## config.mk

```make
export PLATFORM = sky130hd
export DESIGN_NAME = sc_gpio_port
export DESIGN_NICKNAME = d
export VERILOG_FILES = /design/src/rtl/sc_gpio_pkg.sv /design/src/rtl/sc_gpio_sync.sv /design/src/rtl/sc_gpio_drive.sv /design/src/rtl/sc_gpio_decode.sv /design/src/rtl/sc_gpio_port.sv
export SDC_FILE = /design/constraint.sdc
export NUM_CORES = 1
export LEC_CHECK = 0
export BUFFER_PORTS_ARGS = -buffer_cell sky130_fd_sc_hd__buf_2
export CORE_ASPECT_RATIO = 0.7
export CORE_MARGIN = 8
export CORE_UTILIZATION = 25
export DETAILED_ROUTE_END_ITERATION = 8
export GPL_TIMING_DRIVEN = 0
export HOLD_SLACK_MARGIN = 0.08
export PLACE_DENSITY = 0.56
export SLEW_MARGIN = 20
export SYNTH_ARGS = -nofsm -noshare
export SYNTH_HDL_FRONTEND = slang
export SYNTH_SLANG_ARGS = --single-unit
```

## constraint.sdc

```tcl
create_clock -name clk -period 1.4 [get_ports clk]
set_input_delay 0 -clock clk [delete_from_list [all_inputs] [get_ports clk]]
set_output_delay 0 -clock clk [all_outputs]
set_load 0.1 [all_outputs]
```

## src/rtl/sc_gpio_pkg.sv

```systemverilog
// Shared constants and types of the set/clear GPIO port.
// Assumes byte offsets on a word-aligned register bus.
package sc_gpio_pkg;

    localparam int unsigned BUS_DATA_W = 32;
    localparam int unsigned BUS_ADDR_W = 5;

    localparam int unsigned OFS_SET   = 32'h00;
    localparam int unsigned OFS_CLR   = 32'h04;
    localparam int unsigned OFS_REL   = 32'h08;
    localparam int unsigned OFS_LEVEL = 32'h0C;
    localparam int unsigned OFS_ARM   = 32'h10;

    // One-cycle write strobes produced by the decoder
    typedef struct packed {
        logic drive_hi;
        logic drive_lo;
        logic release_p;
        logic arm_in;
    } wr_strobe_t;

endpackage

```

## src/rtl/sc_gpio_sync.sv

```systemverilog
// Multi-stage synchronizer for the pin inputs.
// Assumes the inputs are asynchronous to clk; every stage resets to 0.
module sc_gpio_sync #(
    parameter int unsigned WIDTH  = 32,
    parameter int unsigned STAGES = 2
) (
    input  logic             clk,
    input  logic             rst_n,
    input  logic [WIDTH-1:0] din,
    output logic [WIDTH-1:0] dout
);

    logic [WIDTH-1:0] stage_q [STAGES];

    genvar k;
    generate
        for (k = 0; k < STAGES; k++) begin : g_stage
            if (k == 0) begin : g_first
                // capture the raw pin levels
                always_ff @(posedge clk) begin
                    if (!rst_n) stage_q[k] <= '0;
                    else        stage_q[k] <= din;
                end
            end else begin : g_next
                // move the level one stage along the chain
                always_ff @(posedge clk) begin
                    if (!rst_n) stage_q[k] <= '0;
                    else        stage_q[k] <= stage_q[k-1];
                end
            end
        end
    endgenerate

    assign dout = stage_q[STAGES-1];

    generate
        if (STAGES == 2) begin : g_chk
            // output follows the input two edges later
            a_r6_two_edges: assert property (@(posedge clk) disable iff (!rst_n)
                ($past(rst_n, 2) && $past(rst_n)) |-> (dout == $past(din, 2)));
        end
    endgenerate

endmodule

```

## src/rtl/sc_gpio_drive.sv

```systemverilog
// Per-pin output latch and output-enable.
// Assumes at most one strobe is active per cycle (the decoder guarantees it).
module sc_gpio_drive
    import sc_gpio_pkg::*;
#(
    parameter int unsigned PINS = 32
) (
    input  logic            clk,
    input  logic            rst_n,
    input  wr_strobe_t      strobe,
    input  logic [PINS-1:0] mask,
    output logic [PINS-1:0] lvl,
    output logic [PINS-1:0] oe
);

    logic [PINS-1:0] lvl_q;
    logic [PINS-1:0] oe_q;

    genvar i;
    generate
        for (i = 0; i < PINS; i++) begin : g_pin
            // update one pin's latch and direction from the strobes
            always_ff @(posedge clk) begin
                if (!rst_n) begin
                    lvl_q[i] <= 1'b0;
                    oe_q[i]  <= 1'b0;
                end else if (mask[i]) begin
                    if (strobe.drive_hi) begin
                        lvl_q[i] <= 1'b1;
                        oe_q[i]  <= 1'b1;
                    end else if (strobe.drive_lo) begin
                        lvl_q[i] <= 1'b0;
                        oe_q[i]  <= 1'b1;
                    end else if (strobe.release_p) begin
                        oe_q[i]  <= 1'b0;
                    end
                end
            end
        end
    endgenerate

    assign lvl = lvl_q;
    assign oe  = oe_q;

    // selected latches go high, others keep their value
    a_r2_set_bits: assert property (@(posedge clk) disable iff (!rst_n)
        strobe.drive_hi |=> (((lvl & $past(mask)) == $past(mask)) &&
                             ((lvl & ~$past(mask)) == ($past(lvl) & ~$past(mask)))));
    // selected latches go low, others keep their value
    a_r3_clear_bits: assert property (@(posedge clk) disable iff (!rst_n)
        strobe.drive_lo |=> (((lvl & $past(mask)) == '0) &&
                             ((lvl & ~$past(mask)) == ($past(lvl) & ~$past(mask)))));
    // set or clear also turns the selected pins into outputs
    a_r4_make_output: assert property (@(posedge clk) disable iff (!rst_n)
        (strobe.drive_hi || strobe.drive_lo) |=>
            (((oe & $past(mask)) == $past(mask)) &&
             ((oe & ~$past(mask)) == ($past(oe) & ~$past(mask)))));
    // release clears direction only and keeps every latch
    a_r5_release: assert property (@(posedge clk) disable iff (!rst_n)
        strobe.release_p |=> (((oe & $past(mask)) == '0) && (lvl == $past(lvl)) &&
                              ((oe & ~$past(mask)) == ($past(oe) & ~$past(mask)))));
    // no strobe, no change
    a_r8_idle_hold: assert property (@(posedge clk) disable iff (!rst_n)
        !(strobe.drive_hi || strobe.drive_lo || strobe.release_p) |=>
            ($stable(lvl) && $stable(oe)));

endmodule

```

## src/rtl/sc_gpio_decode.sv

```systemverilog
// Register decoder, input-arm flag and read multiplexer.
// Assumes full-address decode: only the exact byte offsets are mapped.
module sc_gpio_decode
    import sc_gpio_pkg::*;
#(
    parameter int unsigned ADDR_W = 5,
    parameter int unsigned DATA_W = 32,
    parameter int unsigned PINS   = 32
) (
    input  logic              clk,
    input  logic              rst_n,
    input  logic [ADDR_W-1:0] bus_addr,
    input  logic              bus_wr,
    input  logic [PINS-1:0]   pin_level,
    output wr_strobe_t        strobe,
    output logic [DATA_W-1:0] bus_rdata
);

    localparam logic [ADDR_W-1:0] A_SET   = ADDR_W'(OFS_SET);
    localparam logic [ADDR_W-1:0] A_CLR   = ADDR_W'(OFS_CLR);
    localparam logic [ADDR_W-1:0] A_REL   = ADDR_W'(OFS_REL);
    localparam logic [ADDR_W-1:0] A_LEVEL = ADDR_W'(OFS_LEVEL);
    localparam logic [ADDR_W-1:0] A_ARM   = ADDR_W'(OFS_ARM);

    logic armed_q;

    // turn a bus write into one strobe
    always_comb begin
        strobe.drive_hi  = bus_wr && (bus_addr == A_SET);
        strobe.drive_lo  = bus_wr && (bus_addr == A_CLR);
        strobe.release_p = bus_wr && (bus_addr == A_REL);
        strobe.arm_in    = bus_wr && (bus_addr == A_ARM);
    end

    // sticky flag set by the first write to the arm register
    always_ff @(posedge clk) begin
        if (!rst_n)             armed_q <= 1'b0;
        else if (strobe.arm_in) armed_q <= 1'b1;
    end

    // return the gated pin levels at the level offset, 0 elsewhere
    always_comb begin
        bus_rdata = '0;
        if ((bus_addr == A_LEVEL) && armed_q) bus_rdata[PINS-1:0] = pin_level;
    end

    // arming takes effect at the next edge and stays
    a_r7_arm_next: assert property (@(posedge clk) disable iff (!rst_n)
        strobe.arm_in |=> armed_q);
    a_r7_sticky: assert property (@(posedge clk) disable iff (!rst_n)
        armed_q |=> armed_q);
    // disarmed port reads zero everywhere
    a_r7_gate: assert property (@(posedge clk) disable iff (!rst_n)
        !armed_q |-> (bus_rdata == '0));
    // every offset but the level register reads zero
    a_r8_unmapped_zero: assert property (@(posedge clk) disable iff (!rst_n)
        (bus_addr != A_LEVEL) |-> (bus_rdata == '0));
    // at most one strobe per cycle
    a_r8_one_strobe: assert property (@(posedge clk) disable iff (!rst_n)
        $onehot0({strobe.drive_hi, strobe.drive_lo, strobe.release_p, strobe.arm_in}));

endmodule

```

## src/rtl/sc_gpio_port.sv

```systemverilog
// Set/clear GPIO port: 32 pins behind a five-register bus.
// Assumes PINS <= DATA_W; write data bit i addresses pin i.
module sc_gpio_port
    import sc_gpio_pkg::*;
#(
    parameter int unsigned PINS        = 32,
    parameter int unsigned ADDR_W      = BUS_ADDR_W,
    parameter int unsigned DATA_W      = BUS_DATA_W,
    parameter int unsigned SYNC_STAGES = 2
) (
    input  logic              clk,
    input  logic              rst_n,
    input  logic [ADDR_W-1:0] bus_addr,
    input  logic              bus_wr,
    input  logic [DATA_W-1:0] bus_wdata,
    output logic [DATA_W-1:0] bus_rdata,
    input  logic [PINS-1:0]   pin_in,
    output logic [PINS-1:0]   pin_out,
    output logic [PINS-1:0]   pin_oe
);

    logic [PINS-1:0] pin_sync;
    wr_strobe_t      strobe;

    sc_gpio_sync #(
        .WIDTH  (PINS),
        .STAGES (SYNC_STAGES)
    ) u_sync (
        .clk   (clk),
        .rst_n (rst_n),
        .din   (pin_in),
        .dout  (pin_sync)
    );

    sc_gpio_decode #(
        .ADDR_W (ADDR_W),
        .DATA_W (DATA_W),
        .PINS   (PINS)
    ) u_decode (
        .clk       (clk),
        .rst_n     (rst_n),
        .bus_addr  (bus_addr),
        .bus_wr    (bus_wr),
        .pin_level (pin_sync),
        .strobe    (strobe),
        .bus_rdata (bus_rdata)
    );

    sc_gpio_drive #(
        .PINS (PINS)
    ) u_drive (
        .clk    (clk),
        .rst_n  (rst_n),
        .strobe (strobe),
        .mask   (bus_wdata[PINS-1:0]),
        .lvl    (pin_out),
        .oe     (pin_oe)
    );

    // the cycle after reset, nothing is driven
    a_r1_reset_quiet: assert property (@(posedge clk)
        $past(rst_n) == 1'b0 && $past(rst_n, 2) == 1'b0 && !$isunknown($past(rst_n, 2))
        |-> (pin_oe == '0 && pin_out == '0));

endmodule

```

==> results.yml <==
synthesis:
  syn_inst: 462
  ys_types: 22
  ys_seq_area_share_pct: 51.4
  synth_area_per_cell_um2: 10.9
  async_flop_share_pct: 0
  yosysWarnings: 0
  netlist_area_um2: 5020
  synth_seq_cells: 129
  synth_ff_type: "dfxtp_1"
  syn-num-nets: 534
  synth_edf_count: 0
power_and_ir_drop:
  clkPwrFrac_pct: 49.9
  combPwrFrac_pct: 8.2
  p_per_area_nw_per_um2: 1110
  power_switching_mw: 2.27
  power_mw: 9.05
  peakVddDrop_mv: 0.804
  internal-power_mw: 6.78
  p_sw_share_pct: 25.0
  p_leak_nw: 3.45
  power_frac_seq_pct: 41.9
sta:
  clock_skew_ns: 0.00347
  finalCritPeriodShare_pct: 119
  grt_setup_unrepaired: "true"
  worstMarginPinSlew_ns: 0.701
  hold_violations: 0
  finalSetupViolCount: 32
  hold-worst-slack_ns: 0.0538
  slew_violations: 0
  period_needed_ns: 1.67
  finalWorstSetupSlack_ns: -0.269
  max-slew-margin-rel_pct: 53.0
  fmax_ghz: 0.599
placement:
  place_area_um2: 6240
  place_congestion: 0.735
  portBuffers: 165
  dp_hpwl_um: 10900
routing:
  drc: 0
  detail-route-antenna-nets: 0
  vias: 4052
  totalWireLength_um: 15600
  drt-pass1-iter-count: 4
  drt_iter0_drc: 151
  via_per_inst: 4.06
  wl_per_cell_um: 15.6
layout:
  layout_common_cells: "buf_2 (135), dfxtp_1 (128), dlygate4sd3_1 (65)"
  utilization_pct: 41.1
  area_growth_pct: 61.7
  design_area_um2: 8120
  nNetsFinal: 786
  layout-drive-gt1-share_pct: 38.5
  final_common_cell: "buf_2"
setup_path:
  cp-start-kind: "flop"
  worstSetupEndpointType: "output port"
  worstPathArrival_ns: 1.67
  criticalPathCategory: "reg -> out"
  required_ns: 1.40
  path_max_fanout: 7
clocking:
  clock-sinks: 129
  root_buffer: "clkbuf_16"
  cts_max_path_buffers: 2
  cts_tree: "built"
  numCtsBuffers: 17
  clkLatencyLatePin_ns: 0.41
  cts_htree_levels: 4
  clkTransAtPathRegs_ns: 0.06
global_routing:
  grt_use_total_pct: 12.5
  grt_pass1_vias: 4299
  grt.overflow.total: 0
  grt_pass1_wl_um: 24100
  antenna_found_initial: 1
  grt_max_degree: 17
run_status:
  status: "complete, but fails checks"
  violations: "negative setup slack"
floorplan:
  io_pins: 168
  core_area_um2: 19700
  die_height_um: 135
  die-area_um2: 25000
  die_w_um: 185
  floorplan.initialDensity_pct: 25.4
  rows: 43
worst_hold_path:
  hold_class: "in -> reg"
job:
  drv_cap: 0
[critical path, cell delays in order (launching register included)]
cell	delay, ns
dfxtp_2	0.34
nand3_2	0.08
nor4_4	0.14
buf_6	0.21
clkbuf_16	0.16
and2_4	0.15
buf_12	0.17
[repair_timing]
item	4_1_cts	5_1_grt
pin swaps	1	17
hold buffers	65	0
setup buffers	1	0
cloned	0	2
endpoints found under the setup margin	32	86
hold endpoints to repair	97	0
resized for setup	147	29
[state kept, by name, summed over array words and instances, names as in the netlist]
name	cells
u_drive.lvl	32
u_decode.armed_q	1
u_drive.oe	32
u_sync.stage_q	64
[cell usage after synthesis, types with 4 or more instances]
| library cell | instances | area [um2] |
|---|---|---|
| dfxtp_1 | 129 | 2580 |
| and2_1 | 96 | 601 |
| nand2_1 | 35 | 131 |
| a31oi_1 | 32 | 200 |
| mux2i_1 | 32 | 320 |
| o21a_1 | 30 | 225 |
| inv_1 | 29 | 109 |
| nor3b_4 | 29 | 544 |
| clkbuf_1 | 28 | 105 |
| nor3b_1 | 4 | 30.0 |
[cell type report]
cell class | instances | area [um2]
tap | 270 | 338
multi-input combinational | 268 | 2220
inverter | 29 | 109
timing repair buffer | 233 | 2020
buffer | 36 | 250
fill | 1907 | 11600
clock buffer | 17 | 425
sequential | 129 | 2580
clock inverter | 15 | 173
antenna | 1 | 2.50
[routing by layer]
layer | share of wire (%) | track usage (%)
met5 | 0 | 0
met4 | 1.0 | 3.01
met3 | 6.1 | 4.51
met2 | 46 | 19.7
met1 | 47 | 16.0
[per-stage QoR]
step	setup TNS [ns]	setup slack, ns	cells
2_1_floorplan	-0.0599	-0.0299	462
3_3_place_gp	-39.05	-0.687	897
3_5_place_dp	-37.72	-0.625	897
4_1_cts	-13.68	-0.352	995
5_1_grt	-12.00	-0.371	998
6_report	-7.64	-0.269	998
[logic make-up (layout without fill, tap and decap cells)]
| logic type | count (synthesis) | count (layout) | synth area share (%) |
|---|---|---|---|
| simple gates | 170 | 170 | 26.9 |
| mux | 32 | 32 | 6.37 |
| other cells | 0 | 1 | 0 |
| buf+inv | 65 | 330 | 6.30 |
| flops | 129 | 129 | 51.4 |
| compound gates | 66 | 66 | 9.06 |
[power by group through the flow]
stage | combinational, mW | sequential, mW | clock (mW)
final | 0.743 | 3.80 | 4.51
after floorplan | 0.276 | 3.97 | 0
after detailed placement | 0.599 | 3.88 | 0
after global placement | 0.599 | 3.87 | 0
after global routing | 0.800 | 3.80 | 4.82
after CTS | 0.747 | 3.79 | 4.64
[final timing paths]
| kind | from | end | slack (ns) | cells past startpoint |
|---|---|---|---|---|
| hold reg to reg | u_sync.stage_q[0][25]$_SDFF_PN0_ | u_sync.stage_q[1][25]$_SDFF_PN0_ | 0.43 | 1 |
| setup / recovery | u_decode.armed_q$_SDFFE_PN0P_ | bus_rdata[29] | -0.27 | 6 |
| setup reg to reg | u_drive.oe[31]$_SDFFE_PN0P_ | u_drive.oe[31]$_SDFFE_PN0P_ | 0.67 | 3 |
| hold / removal | rst_n | u_drive.lvl[31]$_SDFFE_PN0P_ | 0.05 | 3 |
(Power assumes the default switching activity.)
